### src/rtl/clkout_div_pkg.sv
package clkout_div_pkg;

  typedef enum logic {
    SRC_SLOW = 1'b0,
    SRC_FAST = 1'b1
  } src_sel_e;

  localparam int DEF_PRE_CODE_W     = 3;
  localparam int DEF_POST_EXP_W     = 3;
  localparam int DEF_LAST_PRE_RATIO = 122;

endpackage

### src/rtl/clkout_prescaler.sv
module clkout_prescaler #(
  parameter int CODE_W     = 3,
  parameter int LAST_RATIO = 122
) (
  input  logic              clk,
  input  logic              rst_n,
  input  logic              clr,
  input  logic              bypass,
  input  logic              tick_in,
  input  logic [CODE_W-1:0] code,
  output logic              tick_out
);
  localparam int TOP_CODE  = (1 << CODE_W) - 1;
  localparam int POW_MAX   = 1 << (TOP_CODE - 1);
  localparam int MAX_RATIO = (LAST_RATIO > POW_MAX) ? LAST_RATIO : POW_MAX;
  localparam int CNT_W     = (MAX_RATIO > 1) ? $clog2(MAX_RATIO) : 1;

  logic [CNT_W-1:0] limit_tab [TOP_CODE+1];
  logic [CNT_W-1:0] cnt_q;
  logic [CNT_W-1:0] limit;
  logic             at_end;

  // terminal count per code: powers of two, top code uses the irregular ratio
  for (genvar g = 0; g <= TOP_CODE; g++) begin : g_limit
    if (g == TOP_CODE) begin : g_last
      assign limit_tab[g] = CNT_W'(LAST_RATIO - 1);
    end else begin : g_pow
      assign limit_tab[g] = CNT_W'((1 << g) - 1);
    end
  end

  assign limit    = limit_tab[code];
  assign at_end   = (cnt_q == limit);
  assign tick_out = tick_in & (bypass | at_end);

  always_ff @(posedge clk) begin
    if (!rst_n) begin
      cnt_q <= '0;
    end else if (clr || bypass) begin
      cnt_q <= '0;
    end else if (tick_in) begin
      cnt_q <= at_end ? '0 : cnt_q + 1'b1;
    end
  end

endmodule

### src/rtl/clkout_pow2_div.sv
module clkout_pow2_div #(
  parameter int EXP_W = 3
) (
  input  logic             clk,
  input  logic             rst_n,
  input  logic             clr,
  input  logic             tick_in,
  input  logic [EXP_W-1:0] exp_sel,
  output logic             tick_out
);
  localparam int CNT_W = (1 << EXP_W) - 1;

  logic [CNT_W-1:0] cnt_q;
  logic [CNT_W-1:0] mask;
  logic             at_end;

  // mask of N low ones is the terminal count for division by 2^N
  for (genvar b = 0; b < CNT_W; b++) begin : g_mask
    assign mask[b] = (exp_sel > EXP_W'(b));
  end

  assign at_end   = (cnt_q == mask);
  assign tick_out = tick_in & at_end;

  always_ff @(posedge clk) begin
    if (!rst_n) begin
      cnt_q <= '0;
    end else if (clr) begin
      cnt_q <= '0;
    end else if (tick_in) begin
      cnt_q <= at_end ? '0 : cnt_q + 1'b1;
    end
  end

endmodule

### src/rtl/clkout_divider.sv
module clkout_divider
  import clkout_div_pkg::*;
#(
  parameter int  PRE_CODE_W     = DEF_PRE_CODE_W,
  parameter int  POST_EXP_W     = DEF_POST_EXP_W,
  parameter int  LAST_PRE_RATIO = DEF_LAST_PRE_RATIO,
  localparam int CTRL_W         = PRE_CODE_W + POST_EXP_W + 2
) (
  input  logic              clk,
  input  logic              rst_n,
  input  logic              slow_tick,
  input  logic              fast_tick,
  input  logic [CTRL_W-1:0] ctrl,
  output logic              clk_out
);
  localparam int SEL_BIT  = POST_EXP_W + 1;
  localparam int CODE_LSB = POST_EXP_W + 2;
  localparam int ACT_W    = PRE_CODE_W + POST_EXP_W + 1;

  logic                  en;
  logic [POST_EXP_W-1:0] exp_in;
  src_sel_e              sel_in;
  logic [PRE_CODE_W-1:0] code_in;

  logic [POST_EXP_W-1:0] act_exp;
  src_sel_e              act_sel;
  logic [PRE_CODE_W-1:0] act_code;
  logic                  run_q;
  logic                  out_q;

  logic [POST_EXP_W-1:0] eff_exp;
  src_sel_e              eff_sel;
  logic [PRE_CODE_W-1:0] eff_code;
  logic                  src_tick;
  logic                  pre_tick;
  logic                  post_tick;
  logic                  load_act;
  logic [ACT_W-1:0]      act_cfg;

  assign en      = ctrl[0];
  assign exp_in  = ctrl[POST_EXP_W:1];
  assign sel_in  = src_sel_e'(ctrl[SEL_BIT]);
  assign code_in = ctrl[CTRL_W-1:CODE_LSB];

  // while idle the fields pass straight through; once running the held copy rules
  assign eff_exp  = run_q ? act_exp  : exp_in;
  assign eff_sel  = run_q ? act_sel  : sel_in;
  assign eff_code = run_q ? act_code : code_in;

  assign src_tick = (eff_sel == SRC_FAST) ? fast_tick : slow_tick;

  clkout_prescaler #(
    .CODE_W     (PRE_CODE_W),
    .LAST_RATIO (LAST_PRE_RATIO)
  ) u_pre (
    .clk      (clk),
    .rst_n    (rst_n),
    .clr      (!en),
    .bypass   (eff_sel == SRC_SLOW),
    .tick_in  (src_tick),
    .code     (eff_code),
    .tick_out (pre_tick)
  );

  clkout_pow2_div #(
    .EXP_W (POST_EXP_W)
  ) u_post (
    .clk      (clk),
    .rst_n    (rst_n),
    .clr      (!en),
    .tick_in  (pre_tick),
    .exp_sel  (eff_exp),
    .tick_out (post_tick)
  );

  // period boundary: the high half ends; both counters wrap to zero here
  assign load_act = !run_q || (en && post_tick && out_q);

  always_ff @(posedge clk) begin
    if (!rst_n) begin
      act_exp  <= '0;
      act_sel  <= SRC_SLOW;
      act_code <= '0;
      run_q    <= 1'b0;
      out_q    <= 1'b0;
    end else begin
      run_q <= en;
      if (load_act) begin
        act_exp  <= exp_in;
        act_sel  <= sel_in;
        act_code <= code_in;
      end
      if (!en) begin
        out_q <= 1'b0;
      end else if (post_tick) begin
        out_q <= ~out_q;
      end
    end
  end

  assign act_cfg = {act_code, act_sel, act_exp};
  assign clk_out = out_q;

endmodule

### config.mk
export PLATFORM = sky130hd
export DESIGN_NAME = clkout_divider
export DESIGN_NICKNAME = d
export VERILOG_FILES = /design/src/rtl/clkout_div_pkg.sv /design/src/rtl/clkout_prescaler.sv /design/src/rtl/clkout_pow2_div.sv /design/src/rtl/clkout_divider.sv
export SDC_FILE = /design/constraint.sdc
export NUM_CORES = 1
export LEC_CHECK = 0
export ABC_AREA = 1
export BUFFER_PORTS_ARGS = -buffer_cell sky130_fd_sc_hd__clkbuf_2
export CORE_MARGIN = 8
export CORE_UTILIZATION = 59
export DETAILED_ROUTE_END_ITERATION = 7
export PLACE_DENSITY = 0.75
export SYNTH_ARGS = -nofsm -noshare
export SYNTH_HDL_FRONTEND = slang
export SYNTH_SLANG_ARGS = --single-unit
export TNS_END_PERCENT = 100
### constraint.sdc
create_clock -name clk -period 2.2 [get_ports clk]
set_clock_uncertainty 0.15 [all_clocks]
set_input_delay 0.55 -clock clk [delete_from_list [all_inputs] [get_ports clk]]
set_output_delay 0.55 -clock clk [all_outputs]
set_load 0.02 [all_outputs]
### Word level (Yosys, flattened, before mapping)

Memories as Yosys holds them, arrays and structs flattened.
Cells that the tools add are included.

* equality and inequality tests: 2
* bitwise operators: 7
* multipliers: 0
* muxes and demuxes: 8
* magnitude comparators: 8
* add/sub/neg operators: 2
* div/mod/pow operators: 0
* shift-type cells: 0
* reductions and logical operators: 8

Operators by type and width (count)
* $mux W7: 4
* $add A7 B1 Y7 const B: 2
* $eq A7 B7 Y1: 2
* $gt A3 B3 Y1 const B: 3
* $gt A3 B1 Y1 const B: 2
* $gt A3 B2 Y1 const B: 2
* $mux W3: 2
* $ge A4 B4 Y1 const B: 1
* $not A3 Y4: 1
* $not A1 Y1: 3
* $and A1 B1 Y1: 2
* $logic_and A1 B1 Y1: 2
* $logic_not A1 Y1: 2
* $logic_or A1 B1 Y1: 2
* $mux W1: 2
* $reduce_and A2 Y1: 1
* $reduce_or A2 Y1: 1
* $or A1 B1 Y1: 1

* word-level logic and storage cells: 43
* output and inout port bits: 1
* memories kept: 1
* memory bits (read-only): 56
* register bits: 23
* memory bits (writable): 0
* bits in latches: 0
* input port bits: 12

Memories
* (name not given): depth 8, bits a word 7, read ports 1, clocked after memory_dff 0, write ports 0, line clkout_prescaler.sv:32 `assign limit = limit_tab[code];`

### Longest topological paths before layout

* word-level depth: 12
* gate-level depth with buffers: 18
* gate-level depth less buffers: 16

### Modules after synthesis

From an unflattened synthesis, not the netlist that was laid out.

* cell total of the unflattened synthesis: 234
* area total of the unflattened synthesis: 1541.5 um2

Modules (own cells, without submodules)
* clkout_divider: cells an instance 73, sequential area each 180.2 um2, area an instance 521.8 um2, times used 1
* clkout_pow2_div: cells an instance 86, sequential area each 140.1 um2, area an instance 515.5 um2, times used 1
* clkout_prescaler: cells an instance 75, sequential area each 140.1 um2, area an instance 504.2 um2, times used 1

### Worst setup path before layout

Ideal clock, no wire load.

* kind: input port to flip-flop
* from: in ctrl[7]
* to: reg act_code[0]
* data required time: 1.935 ns
* library setup time: 0.115 ns
* slack: 0.162 ns
* arrival: 1.773 ns
* path buffers: 1
* stages on the path: 13
* cell sequence: nand2_1 -> nand2_1 -> nand3_1 -> nand2_1 -> nand2_1 -> nand2_1 -> nor2_2 -> nand3_4 -> nand2_4 -> nand3_4 -> buf_6 -> a21oi_1 -> nor2_1

* longest elaborated chain between the ends: 12

RTL lines
* from (decl): line clkout_divider.sv:13 `input logic [CTRL_W-1:0] ctrl,`
* $mux W3: line clkout_divider.sv:48 `assign eff_code = run_q ? act_code : code_in;`
* $not A3 Y4 (not written as such): line clkout_prescaler.sv:32
* $mem_v2 Z8 W7
* $mux W7 (not written as such) (2 in a row): line clkout_prescaler.sv:32
* $eq A7 B7 Y1: line clkout_prescaler.sv:33 `assign at_end = (cnt_q == limit);`
* $or A1 B1 Y1: line clkout_prescaler.sv:34 `assign tick_out = tick_in & (bypass | at_end);`
* $and A1 B1 Y1: line clkout_prescaler.sv:34
* $and A1 B1 Y1: line clkout_pow2_div.sv:23 `assign tick_out = tick_in & at_end;`
* $logic_and A1 B1 Y1 (2 in a row): line clkout_divider.sv:77 `assign load_act = !run_q || (en && post_tick && out_q);`
* $logic_or A1 B1 Y1: line clkout_divider.sv:77
* to (signal assigned): line clkout_divider.sv:91 `act_code <= code_in;`
* to (decl): line clkout_divider.sv:27 `logic [PRE_CODE_W-1:0] act_code;`

Every way passes these cells. The select of a mux whose other input is x is not followed.
A chain may end at the register's enable or synchronous reset.

### Worst setup path after layout

* from: reg run_q
* to: reg act_code[1]

* longest elaborated chain between the ends: 12
* elaborated cells between the ends (all ways): 25
* those cells by class: order compare (7); eq/ne (2); mux (6); bitwise (5); reduce/logical (4); memory (1)

RTL lines
* from (decl): line clkout_divider.sv:28 `logic run_q;`
* from (signal assigned): line clkout_divider.sv:87 `run_q <= en;`
* $mux W3: line clkout_divider.sv:48
* $not A3 Y4 (not written as such): line clkout_prescaler.sv:32
* $mem_v2 Z8 W7
* $mux W7 (not written as such) (2 in a row): line clkout_prescaler.sv:32
* $eq A7 B7 Y1: line clkout_prescaler.sv:33
* $or A1 B1 Y1: line clkout_prescaler.sv:34
* $and A1 B1 Y1: line clkout_prescaler.sv:34
* $and A1 B1 Y1: line clkout_pow2_div.sv:23
* $logic_and A1 B1 Y1 (2 in a row): line clkout_divider.sv:77
* $logic_or A1 B1 Y1 *: line clkout_divider.sv:77

Every way passes the cells marked *; elsewhere a longest branch is shown, timed or not. The select of a mux whose other input is x is not followed.

==> summary.txt <==
Place
  • Dpl hpwl: 2539 µm
  • Cell Area, Placed: 0.001682 mm²
  • Dpl cells: 289
  • Routability Congestion: 0.8821
  • I/O Buffers: 12
  • Setup WS pre-CTS: -0.02800 ns

Clocking
  • CTS sink count: 23
  • Clock root buffer: clkbuf_4
  • Clock Path Buffers: 2
  • H-tree levels: 1
  • Hold Buf Count CTS: 0
  • CTS tree: built
  • Clock-pin slew of the registers on the worst-case setup and hold paths: 0.13 ns
  • Cts bufs inserted: 3
  • Clk_lat worst skew: 0.31 ns

Floorplan
  • Die area: 0.004563 mm²
  • I/O pin count: 13
  • Num rows: 18
  • Die Wd: 67.55 µm
  • Core region area: 0.002500 mm²
  • Die height: 67.55 µm
  • Initial Util: 62.71%

Cells and area
  • Area growth from synthesis to final layout: 13.49%
  • Antenna cell count: 0
  • Fin area: 0.001779 mm²
  • Share of cells above drive strength 1: 16.85%
  • Final core utilization: 71.17%
  • Final instance count without filler cells: 297
  • Final Net Count: 282
  • Most frequent cells in the layout: nand2_1, inv_1, nor2_1
  • Commonest non-fill, non-tap cell in the layout: nand2_1
  • Fillers: 235

STA
  • Hold violation total from the final report: 0
  • Final Cycle Share: 93.41%
  • Relative slew slack: 84.24%
  • Worst-Margin Slew: 0.2356 ns
  • Min Tclk post-route: 2.055 ns
  • Final WS setup: 0.1451 ns
  • Hold Slack: 0.3284 ns
  • Pins Over Slew Limit: 0
  • Max Clk Rate: 486.6 MHz
  • TNS Setup: 0 ns
  • Setup violations, final: 0
  • RSZ-0062 raised after global routing: yes

Yosys
  • YS warnings: 0
  • Cells after synthesis: 246
  • Seq cells post-synth: 23
  • Cell variety after synth: 31
  • Area leader, netlist: dfxtp_1
  • Synthesized cell area: 0.001568 mm²
  • Mapped Nets: 260
  • Synth top area share: 29.37%
  • Register area share after synthesis: 29.37%
  • Average instance area after synthesis: 6.373 µm²
  • Top cells by area, synth: dfxtp_1, nand2_1, inv_1

Routing
  • First-pass detailed-route iteration total: 4
  • DRT iter0 DRCs: 89
  • Metal3 WL: 70 µm
  • WL met2: 1728 µm
  • M1 WL: 1544 µm
  • Average wire per cell in the routed design: 11.38 µm
  • Via count: 1,520
  • Antenna-violating nets left: 0
  • Via density: 5.118
  • Drt drc: 0
  • Top layer in use: met4
  • Total routed wirelength: 3379 µm

Pwr
  • Power share of the sequential group: 52.8%
  • Lkg Pwr: 0.8140 nW
  • Int Pwr: 0.5740 mW
  • Pwr/cell area: 467.4 mW/mm²
  • Comb pwr share: 23.0%
  • Overall power: 0.8316 mW
  • Switching Share: 30.97%
  • Clock share of power: 24.2%
  • Net switching power figure: 0.2576 mW
  • VDD IR max: 0.3852 mV

Run status
  • Run status: complete, no violations

GRT
  • First-pass GRT wire length: 5402 µm
  • Vias in the first global route: 1,299
  • Initial antenna violation count: 0
  • Grt total ovfl: 0
  • GRT Overall Usage: 14.70%
  • Largest net degree at the start of global routing: 26

Critical path
  • Worst path required time: 2.28 ns
  • CP Max Fanout: 13
  • CP Class: reg -> reg
  • CP startpoint kind: register
  • CP arrival: 2.13 ns
  • Critical Path End Type: register

Run
  • MaxCap Viol Count: 0

Worst hold path
  • Hold Path Class: in -> reg
[synthesized netlist by cell type, drive strengths merged]
cell and number:
o21ai 9, nand3b 3, a21oi 15, buf 5
dfxtp 23, xnor2 3, ha 2, nand2 83
or2 2, nor3 5, nor2 27, a211oi 2
inv 30, nand3 21, and3 1, nand4 6
clkbuf 1, xor2 8
[final timing paths]
| check | slack, ns | startpoint | endpoint | cells past startpoint |
|---|---|---|---|---|
| worst max-delay path | 0.15 | run_q$_SDFF_PN0_ | act_code[1]$_SDFFE_PN0P_ | 14 |
| worst min-delay path | 0.33 | ctrl[3] | act_exp[2]$_SDFFE_PN0P_ | 3 |
| worst max register to register | 0.15 | run_q$_SDFF_PN0_ | act_code[1]$_SDFFE_PN0P_ | 14 |
| worst min register to register | 0.35 | clk_out$_SDFFE_PN0P_ | clk_out$_SDFFE_PN0P_ | 2 |
[layout make-up]
class                           instances  area [µm²]  share of cell area, %
Multi-Input combinational cell        188       963.4                  54.15
Timing Repair Buffer                   22       168.9                  9.494
Clock buffer                            3       22.52                  1.266
Tap cell                               30       37.54                  2.110
Inverter                               30       117.6                  6.610
Clock inverter                          1       5.005                 0.2813
Sequential cell                        23       464.2                  26.09
[cells by family (layout without fill, tap and decap cells)]
| group | Yosys count | count (layout) | share of synthesized area (%) |
|---|---|---|---|
| AND/OR/NAND/NOR | 148 | 149 | 42.86 |
| XOR/XNOR | 11 | 11 | 6.146 |
| buffers and inverters | 36 | 56 | 10.45 |
| AO/OA/AOI/OAI | 26 | 26 | 9.577 |
| adder cells (fa/ha/maj) | 2 | 2 | 1.596 |
| flip-flops | 23 | 23 | 29.37 |
[what timing repair did]
item	4_1_cts	5_1_grt
resized for setup	1	7
pin swaps	0	7
endpoints found under the setup margin	1	15
endpoints found under the hold margin	0	0
gates cloned	0	2
setup buffers	0	2
[registers in the layout, summed over array words and instances (netlist names)]
register	count
act_sel	1
act_code	3
u_post.cnt_q	7
act_exp	3
clk_out	1
u_pre.cnt_q	7
run_q	1
[critical path, cell delays in order (launching register included)]
cell and delay, ns:
dfxtp_4 0.42, buf_12 0.13, nand2_1 0.06, nand2_2 0.12, nand2_1 0.07, nand2_1 0.05
nand2_1 0.04, nor2_1 0.07, nand2_1 0.06, nor2_2 0.16, nand3_4 0.13, nand2_4 0.12
nand3_2 0.15, a21oi_1 0.16, nor2_1 0.06
[per-layer routing]
layer	up-vias	track usage, %
li1	827	-
met3	4	2.152
met4	0	4.961
met2	13	26.39
met1	676	17.32
met5	-	0
[power by group through the flow]
| stage | combinational, mW | sequential (mW) | clock [mW] |
|---|---|---|---|
| global placement | 0.177 | 0.447 | 0 |
| finish | 0.191 | 0.439 | 0.201 |
| global route | 0.216 | 0.441 | 0.223 |
| detailed placement | 0.179 | 0.448 | 0 |
| floorplan | 0.135 | 0.445 | 0 |
| CTS | 0.180 | 0.439 | 0.208 |
No activity file was read; power rests on OpenSTA's default activity.
